File: config.mk
export PLATFORM = sky130hd
export DESIGN_NAME = wb_sram_slave
export DESIGN_NICKNAME = d
export VERILOG_FILES = /design/src/rtl/sram_wb_pkg.sv /design/src/rtl/sram_word_array.sv /design/src/rtl/sram_stall_gen.sv /design/src/rtl/sram_resp_fsm.sv /design/src/rtl/wb_sram_slave.sv
export SDC_FILE = /design/constraint.sdc
export NUM_CORES = 2
export LEC_CHECK = 0
export BUFFER_PORTS_ARGS = -buffer_cell sky130_fd_sc_hd__buf_2
export CAP_MARGIN = 20
export CORE_UTILIZATION = 30
export DETAILED_ROUTE_END_ITERATION = 8
export PLACE_DENSITY = 0.45
export SLEW_MARGIN = 10
export SYNTH_ARGS = -nofsm -noshare
export SYNTH_HDL_FRONTEND = slang
export SYNTH_SLANG_ARGS = --single-unit
File: constraint.sdc
create_clock -name clk -period 2.5 [get_ports clk]
set_input_delay 0.375 -clock clk [delete_from_list [all_inputs] [get_ports clk]]
set_output_delay 0.375 -clock clk [all_outputs]
set_load 0.02 [all_outputs]
File: src/rtl/sram_wb_pkg.sv
package sram_wb_pkg;
    typedef enum logic {
        ST_IDLE = 1'b0,
        ST_RESP = 1'b1
    } resp_state_e;
endpackage

File: src/rtl/sram_word_array.sv
module sram_word_array #(
    parameter int ADDR_W = 6,
    parameter int DATA_W = 32,
    localparam int SEL_W = DATA_W / 8,
    localparam int DEPTH = 1 << ADDR_W
) (
    input  logic              clk,
    input  logic              rst_n,
    input  logic              accept,
    input  logic              we,
    input  logic [ADDR_W-1:0] adr,
    input  logic [DATA_W-1:0] wdata,
    input  logic [SEL_W-1:0]  sel,
    output logic [DATA_W-1:0] rdata
);
    logic [DATA_W-1:0] store [DEPTH];

    // storage: lane-gated write on the accepting edge
    always_ff @(posedge clk) begin
        if (accept && we) begin
            for (int lane = 0; lane < SEL_W; lane++) begin
                if (sel[lane]) begin
                    store[adr][lane*8 +: 8] <= wdata[lane*8 +: 8];
                end
            end
        end
    end

    // registered read word, presented alongside the acknowledge
    always_ff @(posedge clk or negedge rst_n) begin
        if (!rst_n) begin
            rdata <= '0;
        end else if (accept && !we) begin
            rdata <= store[adr];
        end
    end
endmodule

File: src/rtl/sram_stall_gen.sv
module sram_stall_gen #(
    parameter bit PIPELINED = 1'b0
) (
    input  logic cyc,
    input  logic ack,
    input  logic inject,
    output logic stall
);
    generate
        if (PIPELINED) begin : g_pipe
            // a directly pipelined slave never back-pressures by itself
            assign stall = inject;
        end else begin : g_bridge
            // pipelined master on a classic slave: hold off until acknowledged
            assign stall = cyc & ~ack;
        end
    endgenerate
endmodule

File: src/rtl/sram_resp_fsm.sv
module sram_resp_fsm
    import sram_wb_pkg::*;
#(
    parameter bit PIPELINED = 1'b0
) (
    input  logic clk,
    input  logic rst_n,
    input  logic cyc,
    input  logic stb,
    input  logic inject,
    output logic accept,
    output logic ack
);
    resp_state_e state_q, state_d;

    // acceptance: classic style refuses while acknowledging
    always_comb begin
        accept = cyc & stb & ~inject;
        if (!PIPELINED && state_q == ST_RESP) begin
            accept = 1'b0;
        end
    end

    always_comb begin
        state_d = state_q;
        unique case (state_q)
            ST_IDLE: state_d = accept ? ST_RESP : ST_IDLE;
            ST_RESP: state_d = accept ? ST_RESP : ST_IDLE;
            default: state_d = ST_IDLE;
        endcase
    end

    always_ff @(posedge clk or negedge rst_n) begin
        if (!rst_n) begin
            state_q <= ST_IDLE;
        end else begin
            state_q <= state_d;
        end
    end

    // outputs
    always_comb begin
        ack = (state_q == ST_RESP);
    end
endmodule

File: src/rtl/wb_sram_slave.sv
module wb_sram_slave #(
    parameter int ADDR_W    = 6,
    parameter int DATA_W    = 32,
    parameter bit PIPELINED = 1'b0,
    localparam int SEL_W    = DATA_W / 8
) (
    input  logic              clk,
    input  logic              rst_n,
    input  logic              wb_cyc,
    input  logic              wb_stb,
    input  logic              wb_we,
    input  logic [ADDR_W-1:0] wb_adr,
    input  logic [DATA_W-1:0] wb_dat_w,
    input  logic [SEL_W-1:0]  wb_sel,
    input  logic              stall_inject,
    output logic              wb_ack,
    output logic [DATA_W-1:0] wb_dat_r,
    output logic              wb_stall
);
    logic accept;

    sram_resp_fsm #(.PIPELINED(PIPELINED)) u_fsm (
        .clk    (clk),
        .rst_n  (rst_n),
        .cyc    (wb_cyc),
        .stb    (wb_stb),
        .inject (stall_inject),
        .accept (accept),
        .ack    (wb_ack)
    );

    sram_stall_gen #(.PIPELINED(PIPELINED)) u_stall (
        .cyc    (wb_cyc),
        .ack    (wb_ack),
        .inject (stall_inject),
        .stall  (wb_stall)
    );

    sram_word_array #(.ADDR_W(ADDR_W), .DATA_W(DATA_W)) u_array (
        .clk    (clk),
        .rst_n  (rst_n),
        .accept (accept),
        .we     (wb_we),
        .adr    (wb_adr),
        .wdata  (wb_dat_w),
        .sel    (wb_sel),
        .rdata  (wb_dat_r)
    );
endmodule

# --- After elaboration in Yosys (flattened, before gate mapping) ---
# Memories as Yosys holds them, arrays and structs flattened. A register that Yosys moved wholly into a read port is not among the register bits.
# Cells that the tools add are included.
word_totals:
  n_memories: 1
  latchBits: 0
  mem_bits_rw: 2048
  mem_bits_ro: 0
  register_bits: 1
  elab_cells: 25
  output_inout_bits: 34
mem_list:
  columns: ["memory", "words", "word_bits", "read_ports", "rd_clocked_by_memory_dff", "wr", "line_no", "source"]
  rows:
  - ["u_array.store", 64, 32, 1, 1, 1, "sram_word_array.sv:16", "logic [DATA_W-1:0] store [DEPTH];"]
classes:
  mul: 0
  n_reduce_logical: 4
  n_div: 0
  n_bitwise: 5
  n_shift: 0
  muxes: 14
  magnitude_cmp: 0
  n_eq_ne: 0
  n_addsub: 0
op_table:
  columns: ["cell", "n"]
  rows:
  - ["two-way mux 1 bit", 14]
  - ["bitwise AND 1 bit", 3]
  - ["logical AND 1 bit", 2]
  - ["logical NOT 1 bit", 2]
  - ["inverter 1 bit", 2]

# --- Longest topological paths before layout ---
depth:
  ltp_word: 6
  depth_mapped: 11
  depth_no_buf: 6

# --- Hierarchy ---
# From an unflattened synthesis, not the netlist that was laid out.
hier_totals:
  cells_unflattened: 4417
  area_unflattened_um2: 80586.0
modules_own_cells:
  columns: ["module", "instances", "area_each_um2", "cells_each"]
  rows:
  - ["sram_word_array", 1, 80534.7, 4414]
  - ["sram_resp_fsm", 1, 37.5, 2]
  - ["sram_stall_gen", 1, 13.8, 1]

# --- Least setup slack after synthesis ---
# Ideal clock, no wire load.
synth_timing:
  path_type: "input-to-reg"
  start: "in wb_adr[2]"
  end: "mem u_array.store[2][16] (enable)"
  path_stages: 9
  t_required_ps: 2130
  path_buffers: 6
  setup_ps: 370
  t_arrival_ps: 2163
  path_slack_ps: -33
  cell_sequence: "buf_6 > buf_6 > buf_4 > buf_4 > buf_2 > buf_2 > nor2_1 > nand2_1 > nor2_1"
synth_rtl:
  columns: ["item", "line_no", "source"]
  rows:
  - ["start: declaration", "wb_sram_slave.sv:12", "input logic [ADDR_W-1:0] wb_adr,"]
  - ["end: declaration", "sram_word_array.sv:16", null]
# No word-level cell before the write port.

==> results_dict.tcl <==
set metrics [dict create \
    wl_mm 293 \
    synth_cell_types 72 \
    path_cells "mux4_2 -> a2111oi_0 -> o22ai_1 -> o32a_1" \
    clkPwrFrac 0.420 \
    yosysSeqAreaShare 0.772 \
    power.leakage_nw 33.2 \
    synth_top_area_share 0.762 \
    hold_violations 0 \
    htreeDepth 4 \
    setup_viol 0 \
    pin_count 82 \
    fillers 24941 \
    vias 47483 \
    vias_per_cell 5.26 \
    multiInputGateArea_sq_um 16800 \
    power_density_nw_per_um2 752 \
    synthTopCellsByArea "edfxtp_1 76%, mux4_2 5.7%, mux2i_1 3.4%" \
    grt_overflow 0 \
    finalCriticalPeriod_ns 2.28 \
    cp.buffers_inverters 0 \
    synth_cells 4347 \
    slew_headroom 0.378 \
    numPortBuffers 81 \
    routedWlPerCell_microns 32.4 \
    fin_hold_ws_ns 0.0308 \
    pwr-share-comb 0.067 \
    synth-edff-count 2048 \
    hold_path.class "in -> reg" \
    drcViolationCount 0 \
    path_clk_slew_ns 0.06 \
    clkLatencyLatePin_ns 0.92 \
    drive_gt1_frac 0.297 \
    hold-path-cell-count 1 \
    synth_commonest_cells "2048 x edfxtp_1, 371 x nor2_1, 275 x mux2i_1, 239 x a221oi_1, 205 x mux4_2" \
    swShare 0.231 \
    start_util 0.301 \
    synth_ff_type "edfxtp_1" \
    first_pass_iters 6 \
    cpMaxStageDelayCell "a2111oi_0" \
    drt_iter0_drc 5277 \
    cts_resized 0 \
    gp_congestion 0.889 \
    status "complete, no violations" \
    cts_buffers 214 \
    yosys_warnings 0 \
    worst_pin_slew_ns 0.931 \
    finClkSkew_ns 0.0551 \
    clock_path_buffers 3 \
    cp_top_family "compound AO/OA/AOI/OAI gates" \
    avgSynthCellArea_sq_um 18.6 \
    root_buffer "clkbuf_16" \
    drtAntennaViolNets 0 \
    worstPathRequired_ns 3.27 \
    cp_slowest_stage_delay_ns 0.66 \
    crit_path_start_kind "flip-flop" \
    core.rowCount 190 \
    grt_pass1_wl_mm 400 \
    die_area_sq_um 271000 \
    grtUsageTotal 0.213 \
    dp_hpwl_mm 200 \
    regArea_sq_um 62300 \
    clock_sinks 2081 \
    final_area_sq_um 100000 \
    grt_pass1_vias 47214 \
    cts_tree "built" \
    rr_worst_depth 4 \
    fin_crit_sh 0.914 \
    ir_drop_mv 0.532 \
    area_growth_syn_to_layout_pct 24.4 \
    slew_viol_final 0 \
    grt_max_degree 65 \
    rsz0062_at_grt "no" \
    synth.cell_area_sq_um 80700 \
    die_width_microns 521 \
    postPlaceCellArea_sq_um 93300 \
    crit_cells 4 \
    crit_path_end_kind "flip-flop" \
    die_y_microns 521 \
    yosysMostFrequentCell "edfxtp_1" \
    synth-async-reset-ratio 0.0159 \
    fin_util 0.375 \
    core_sq_um 268000 \
    worstPathMaxFanout 1 \
    drv_cap 0 \
    synth_area_leader_cell "edfxtp_1" \
    synth_seq_cells 2081 \
    p_seq_frac 0.513 \
    internal-power_w 0.0581 \
    num-nets-final 5324 \
    antenna_found_initial 23 \
    synth.net_count 4395 \
    switching_power_w 0.0175 \
    worst_ep_arrival_time_ns 3.05 \
    fmax_mhz 438 \
    critical_path_class "reg -> reg" \
]
[routing by layer]
metal  global-route usage  part of all wire  vias to the layer above  wire [microns]
met4               0.0799             0.038                       16           11300
met3               0.0335             0.064                      436           18700
met5                    0           0.00040                        -             116
li1                     -                 -                    19754               -
met2                0.339              0.47                     1884          136000
met1                0.293              0.43                    25393          126000
[through the flow]
step | total power [W] | instances | worst slack [ns] | setup TNS [ns]
2_1_floorplan | 0.0413 | 4347 | -0.0331 | -8.04
3_3_place_gp | 0.0446 | 8589 | -0.450 | -91.34
3_5_place_dp | 0.0446 | 8589 | -0.453 | -98.80
4_1_cts | 0.0761 | 9008 | 0.232 | 0
5_1_grt | 0.0774 | 9010 | 0.111 | 0
6_report | 0.0756 | 9022 | 0.216 | 0
[cell usage in the layout, fill, tap and decap left out, drive strengths merged, types with 7 or more instances in the layout]
| master | count |
|---|---|
| edfxtp | 2048 |
| buf | 994 |
| nor2 | 372 |
| clkbuf | 278 |
| mux2i | 275 |
| a221oi | 245 |
| mux4 | 205 |
| nand2 | 150 |
| a22oi | 117 |
| o22ai | 100 |
| o21ai | 97 |
| clkinv | 89 |
| mux2 | 81 |
| a21oi | 62 |
| dfrtp | 33 |
| nand3 | 29 |
| a31oi | 25 |
| dlygate4sd3 | 23 |
| a22o | 22 |
| o32a | 22 |
| a221o | 16 |
| bufinv | 16 |
| nor3 | 15 |
| diode | 14 |
| and3 | 13 |
| o22a | 11 |
| nand4 | 11 |
| inv | 10 |
| o211ai | 9 |
| nor2b | 8 |
| a211oi | 7 |
[state kept, by name (all words and copies together), names as in the netlist]
| name | count |
|---|---|
| u_array.store | 2048 |
| u_array.rdata | 32 |
| u_fsm.ack | 1 |
[cell families after synthesis]
kind of cell           after synthesis  synth area share
multiplexers                       561             0.103
buffers and inverters              307            0.0212
AND/OR/NAND/NOR                    633            0.0330
AO/OA/AOI/OAI                      765            0.0709
flip-flops                        2081             0.772
[worst reg2reg max path, cell delays in order, from the launching register on]
cell	delay [ns]
edfxtp_1	0.37
mux4_2	0.49
a2111oi_0	0.66
o22ai_1	0.29
o32a_1	0.38
[cell type report]
class / instances / share of cell area
Timing Repair Buffer: 1017 / 0.0988
Multi-Input combinational cell: 1959 / 0.167
Sequential cell: 2081 / 0.621
Tap cell: 3552 / 0.0443
Inverter: 3 / 0.000212
Clock buffer: 278 / 0.0567
Clock inverter: 118 / 0.0118
Antenna cell: 14 / 0.000349
[repair_timing]
item,CTS,global route
endpoints found under the hold margin,536,0
hold buffers,23,0
setup buffers,0,0
[final timing paths]
check                                 startpoint               endpoint  slack [ns]
min in group asynchronous                  rst_n       u_array.rdata[4]        0.20
max                        u_array.store[24][28]      u_array.rdata[28]        0.22
min reg2reg                    u_array.rdata[14]      u_array.rdata[14]        0.62
max in group asynchronous                  rst_n      u_array.rdata[24]        1.18
max reg2reg                u_array.store[24][28]      u_array.rdata[28]        0.22
min                                 wb_dat_w[24]  u_array.store[40][24]        0.03
[power by group through the flow]
| stage | combinational, W | sequential, W | clock [W] |
|---|---|---|---|
| floorplan | 0.00192 | 0.0394 | 0 |
| global placement | 0.00501 | 0.0395 | 0 |
| detailed placement | 0.00503 | 0.0395 | 0 |
| CTS | 0.00508 | 0.0388 | 0.0322 |
| global route | 0.00528 | 0.0388 | 0.0334 |
| finish | 0.00507 | 0.0388 | 0.0317 |
Power figures use the tool's default switching activity.
